===== config.mk =====
export PLATFORM = sky130hd
export DESIGN_NAME = mash_duty_trunc
export DESIGN_NICKNAME = d
export VERILOG_FILES = /design/src/rtl/mash_pkg.sv /design/src/rtl/mash_acc_stage.sv /design/src/rtl/mash_recombine.sv /design/src/rtl/mash_duty_trunc.sv
export SDC_FILE = /design/constraint.sdc
export NUM_CORES = 1
export LEC_CHECK = 0
export BUFFER_PORTS_ARGS = -buffer_cell sky130_fd_sc_hd__buf_2
export CAP_MARGIN = 0
export CORE_MARGIN = 5
export CORE_UTILIZATION = 30
export DETAILED_ROUTE_END_ITERATION = 8
export GPL_ROUTABILITY_DRIVEN = 0
export MAX_ROUTING_LAYER = met4
export PLACE_DENSITY = 0.46
export SLEW_MARGIN = 20
export SYNTH_ARGS = -nofsm -noshare
export SYNTH_HDL_FRONTEND = slang
export SYNTH_SLANG_ARGS = --single-unit

===== constraint.sdc =====
create_clock -name clk -period 8.3 [get_ports clk]
set_input_delay 1.245 -clock clk [delete_from_list [all_inputs] [get_ports clk]]
set_output_delay 1.245 -clock clk [all_outputs]
set_load 0.005 [all_outputs]

===== src/rtl/mash_pkg.sv =====
`timescale 1ns/1ps
package mash_pkg;
   localparam int DEF_IN_W  = 11;
   localparam int DEF_OUT_W = 6;
   // correction c1 + c2 - c2_prev spans -1..+2, fits a 3-bit signed value
   typedef logic signed [2:0] corr_t;
endpackage


===== src/rtl/mash_acc_stage.sv =====
`timescale 1ns/1ps
module mash_acc_stage #(
   parameter int W = 5
) (
   input  logic         clk,
   input  logic         rst,
   input  logic         adv,
   input  logic [W-1:0] in_i,
   output logic         carry_o,
   output logic [W-1:0] resid_o
);
   logic [W:0]   sum;
   logic [W-1:0] rem_q;

   assign sum     = {1'b0, rem_q} + {1'b0, in_i};
   assign carry_o = sum[W];
   assign resid_o = sum[W-1:0];

   always_ff @(posedge clk) begin
      if (rst)
         rem_q <= '0;
      else if (adv)
         rem_q <= resid_o;
   end

   // remainder frozen between strobes
   p_rem_hold_r3: assert property (@(posedge clk) disable iff (rst)
      !adv |=> $stable(rem_q));
   // a carry means the remainder wrapped below its old value
   p_carry_wrap_r4: assert property (@(posedge clk) disable iff (rst)
      (adv && carry_o) |=> (rem_q < $past(rem_q)));
   p_nocarry_grow_r4: assert property (@(posedge clk) disable iff (rst)
      (adv && !carry_o) |=> (rem_q >= $past(rem_q)));
endmodule


===== src/rtl/mash_recombine.sv =====
`timescale 1ns/1ps
module mash_recombine
   import mash_pkg::*;
#(
   parameter int OUT_W = 6
) (
   input  logic [OUT_W-1:0] msb_i,
   input  logic             c1_i,
   input  logic             c2_i,
   input  logic             c2_prev_i,
   output logic [OUT_W-1:0] word_o
);
   localparam int SW = OUT_W + 2;
   localparam logic signed [SW-1:0] TOP = SW'((1 << OUT_W) - 1);

   corr_t               corr;
   logic signed [SW-1:0] wide;

   always_comb begin
      corr = corr_t'({2'b00, c1_i}) + corr_t'({2'b00, c2_i})
           - corr_t'({2'b00, c2_prev_i});
      wide = $signed({2'b00, msb_i}) + {{(SW-3){corr[2]}}, corr};
      if (wide < 0)
         word_o = '0;
      else if (wide > TOP)
         word_o = TOP[OUT_W-1:0];
      else
         word_o = wide[OUT_W-1:0];
   end
endmodule


===== src/rtl/mash_duty_trunc.sv =====
`timescale 1ns/1ps
module mash_duty_trunc
   import mash_pkg::*;
#(
   parameter int IN_W  = DEF_IN_W,
   parameter int OUT_W = DEF_OUT_W
) (
   input  logic             clk,
   input  logic             rst,
   input  logic             stb_i,
   input  logic [IN_W-1:0]  duty_i,
   output logic [OUT_W-1:0] duty_o,
   output logic             valid_o
);
   localparam int FRAC_W = IN_W - OUT_W;
   localparam int NSTAGE = 2;
   localparam logic [OUT_W-1:0] WMAX = '1;

   if (FRAC_W < 1) begin : g_bad_width
      $error("mash_duty_trunc: IN_W must exceed OUT_W");
   end
   if (OUT_W < 2) begin : g_bad_out
      $error("mash_duty_trunc: OUT_W must be at least 2");
   end
   if (FRAC_W > 16) begin : g_bad_frac
      $error("mash_duty_trunc: more than 16 fraction bits not supported");
   end

   logic [NSTAGE-1:0][FRAC_W-1:0] st_in;
   logic [NSTAGE-1:0][FRAC_W-1:0] st_res;
   logic [NSTAGE-1:0]             st_c;
   logic                          c2_q;
   logic [OUT_W-1:0]              word;
   logic [OUT_W-1:0]              msb;

   assign msb = duty_i[IN_W-1:FRAC_W];

   for (genvar g = 0; g < NSTAGE; g++) begin : g_stage
      if (g == 0) begin : g_head
         assign st_in[g] = duty_i[FRAC_W-1:0];
      end else begin : g_chain
         assign st_in[g] = st_res[g-1];
      end
      mash_acc_stage #(.W(FRAC_W)) u_acc (
         .clk     (clk),
         .rst     (rst),
         .adv     (stb_i),
         .in_i    (st_in[g]),
         .carry_o (st_c[g]),
         .resid_o (st_res[g])
      );
   end

   mash_recombine #(.OUT_W(OUT_W)) u_mix (
      .msb_i     (msb),
      .c1_i      (st_c[0]),
      .c2_i      (st_c[NSTAGE-1]),
      .c2_prev_i (c2_q),
      .word_o    (word)
   );

   always_ff @(posedge clk) begin
      if (rst) begin
         c2_q    <= 1'b0;
         duty_o  <= '0;
         valid_o <= 1'b0;
      end else begin
         valid_o <= stb_i;
         if (stb_i) begin
            c2_q   <= st_c[NSTAGE-1];
            duty_o <= word;
         end
      end
   end

   p_valid_after_stb_r2: assert property (@(posedge clk) disable iff (rst)
      stb_i |=> valid_o);
   p_valid_quiet_r2: assert property (@(posedge clk) disable iff (rst)
      !stb_i |=> !valid_o);
   p_out_hold_r3: assert property (@(posedge clk) disable iff (rst)
      !stb_i |=> $stable(duty_o));
   p_prev_carry_r5: assert property (@(posedge clk) disable iff (rst)
      stb_i |=> (c2_q == $past(st_c[NSTAGE-1])));
   p_tail_wrap_r5: assert property (@(posedge clk) disable iff (rst)
      (stb_i && st_c[NSTAGE-1]) |-> (st_res[NSTAGE-1] < st_in[NSTAGE-1]));
   p_clip_high_r6: assert property (@(posedge clk) disable iff (rst)
      (stb_i && msb == WMAX && st_c[0]) |=> (duty_o == WMAX));
   p_clip_low_r6: assert property (@(posedge clk) disable iff (rst)
      (stb_i && msb == '0 && !st_c[0] && !st_c[NSTAGE-1] && c2_q) |=> (duty_o == '0));
endmodule


==> metrics.txt <==
Switching Share a little over a third; largest net degree at the start of global routing 19; r2r endpoint duty_o[3]; CP arrival 5.59 ns; core area approximately 4300 um^2; Pre-Repair DR Iteration Count 5; Worst slew margin 66.7%; CP max stage delay approximately 0.42 ns; switching power 0.130 mW; Critical-path top delay cell fa_1; drt wl/cell between 10 and 15 um; RSZ-0062 raised after global routing false; vias in the first global route 1097; Critical Path Start Type primary input; worst skew pair latency 0.25 ns; leakage 0.742 nW; critical-path maximum fanout 6; final worst-path cycle share 65.7%; H-tree depth 1; worst vdd ir 0.000100 V; initial antenna violation count 0; PD cells 234 nW/um^2; Initial Util a little under a third; most frequent cells in the layout buf_2, nor2_1, dfxtp_1; min Tclk post-route 5.45 ns; Hold Path Origin duty_o[5]; critical path cell sequence buf_2, ha_1, inv_1, fa_1, inv_1, ha_1, a21o_1, a21oi_1, o21bai_1, a21oi_1, ha_1, inv_1, ha_1, inv_1, ha_1, inv_1, ha_1, a2111o_1, a211oi_4, nor3_1, mux2_2, a211o_1; CTS clock-pin slew for the worst setup and hold paths 0.07 ns; Critical Path End Type register; DP HPWL 2.34 mm; FMAX 183 MHz; Die Wd 76.5 um; CTS buffer count 3; internal power 0.224 mW; TNS Setup 0 ns; share of layout cells above drive strength 1 16.7%; Seq pwr share 32.0%; Cell Rows 24; register bit count reported by yosys 18; Cell Area, Synth roughly 1300 um^2; worst min path class register to register; die area 5850 um^2; cell family with most CP delay adder cells; Final Setup Violations 0; Yosys cell types 37; Vias/cell 5.01; GRT Resource Usage Total a little over a tenth; yosys warns 0; critical path buffer and inverter count 6; Final Power approximately 0.35 mW; syn nets 183; drt first-iter violations 36; critical path depth in cells 22; reg2reg path depth 21; critical path class primary input to register; CP endpoint duty_o[3]; number of port buffers 20; worst r2r src g_stage[0].u_acc.rem_q[0]; Post-CTS Resized 0; I/O pin count 21; first-pass GRT wire length 5.17 mm; fraction of power consumed by combinational cells 48.1%; status finished clean; Setup Buffers After CTS 0; CTS tree built; worst path required time 8.44 ns; Post-Route WL 2.97 mm; sequential share of the synthesized area 27.2%; Mapped Cells 150; reg2reg setup slack 3.59 ns; # diodes 0; clk root buf clkbuf_8; Clock power frac between 10% and 20%; clk sinks 18; actual slew at the worst max-slew pin 0.499 ns; crit path launch duty_i[0]; via count 1103; commonest non-fill, non-tap cell in the layout buf_2; buffer depth of the longest clock path 2; DRC Markers 0; maxcap violations 0; clock skew between 0.001 and 0.0015 ns; syn_area_per_cell between 8 and 9 um^2; GRT overflow 0; nets@finish slightly above 200; post-route ant nets 0; crit-path most repeated cell ha_1; Synth-to-Final Area Change 14.4%; hold buffer count at cts 0; die height 76.5 um; final hold vios 0; final count of pins violating max slew 0
==> registers in the layout, summed over array words and instances, names as in the netlist <==
| signal | cells |
|---|---|
| g_stage.u_acc.rem_q | 10 |
| valid_o | 1 |
| duty_o | 6 |
| c2_q | 1 |
==> cell families (layout without fill, tap and decap cells) <==
family / count (synthesis) / count (layout) / share of synthesized area (%)
xor gates and xnor gates: 9 / 9 / 5.95
and+or+nand+nor: 40 / 40 / 15.3
muxes: 6 / 6 / 4.63
buffers and inverters: 18 / 36 / 5.66
AOI/OAI and AO/OA: 40 / 40 / 21.6
DFF: 18 / 18 / 27.2
adders and majority gates: 19 / 19 / 19.6
==> metrics by stage <==
stage	util, %	hold slack [ns]	instances	cell area [um^2]	worst slack [ns]
detailed placement	33.8	0.445	216	1460	2.54
floorplan	-	0.454	150	1330	2.97
finish	35.0	0.456	220	1520	2.85
global placement	33.8	0.442	216	1460	2.59
global route	35.0	0.477	220	1520	2.57
CTS	35.0	0.462	220	1520	2.80
==> power groups by stage <==
stage | combinational [mW] | sequential [mW] | clock [mW]
6_report | 0.170 | 0.114 | 0.0705
5_1_grt | 0.197 | 0.116 | 0.0766
4_1_cts | 0.173 | 0.114 | 0.0732
3_5_place_dp | 0.170 | 0.115 | 0
3_3_place_gp | 0.166 | 0.115 | 0
2_1_floorplan | 0.127 | 0.114 | 0
==> worst register-to-register path, cell delays in order, from the launching register on <==
cell and delay [ns]:
dfxtp_1 0.33, ha_1 0.17, inv_1 0.06, fa_1 0.50
inv_1 0.08, ha_1 0.27, a21o_1 0.15, a21oi_1 0.22
o21bai_1 0.09, a21oi_1 0.22, ha_1 0.27, inv_1 0.06
ha_1 0.13, inv_1 0.05, ha_1 0.31, inv_1 0.05
ha_1 0.30, a2111o_1 0.42, a211oi_4 0.36, nor3_1 0.08
mux2_2 0.26, a211o_1 0.21
==> area by class of cell <==
class / instances / area, um^2
clock buffers: 4 / 55.1
fillers: 469 / 2810
inverters: 12 / 45.0
multi-input cells: 114 / 890
flip-flops and latches: 18 / 360
well taps: 52 / 65.1
repair buffers: 20 / 100
==> Yosys cell counts, drive strengths merged <==
cell	instances	share of area, %
mux2i	5	3.8
a31oi	1	0.47
mux2	1	0.85
clkbuf	4	1.1
nor2	18	5.1
a221o	1	0.76
nor3	3	1.5
dfxtp	18	27
or4b	2	1.5
o21bai	1	0.57
a211o	2	1.3
a21o	5	2.8
a21oi	9	3.4
a22o	3	2.0
nor2b	1	0.47
xnor2	7	4.6
fa	3	4.5
and3b	1	0.76
buf	2	1.1
o32ai	1	0.66
a211oi	6	4.3
nor3b	1	0.57
a311oi	1	0.66
o21ai	6	2.3
xor2	2	1.3
ha	16	15
a2111o	1	0.85
nand2	6	1.7
o21a	1	0.57
nand3	1	0.38
or3	1	0.47
o22ai	2	0.94
nand2b	6	2.8
inv	12	3.4
==> routing by layer <==
layer / wire length, um / share of wire, % / track usage (%) / vias up
li1: - / - / - / 568
met1: 1460 / 49 / 14.2 / 516
met2: 1360 / 46 / 16.4 / 15
met3: 108 / 3.6 / 2.01 / 4
met4: 45 / 1.5 / 4.20 / 0
met5: 0 / 0 / - / -
==> worst min path at each step <==
stage | slack (ns) | end | cells after the start
3_5_place_dp | 0.45 | duty_o[5] | 1
2_1_floorplan | 0.45 | g_stage[0].u_acc.rem_q[3] | 1
5_1_grt | 0.48 | duty_o[3] | 1
6_report | 0.46 | duty_o[5] | 1
3_3_place_gp | 0.44 | duty_o[3] | 1
4_1_cts | 0.46 | duty_o[5] | 1
No activity file was read; power rests on OpenSTA's default activity.
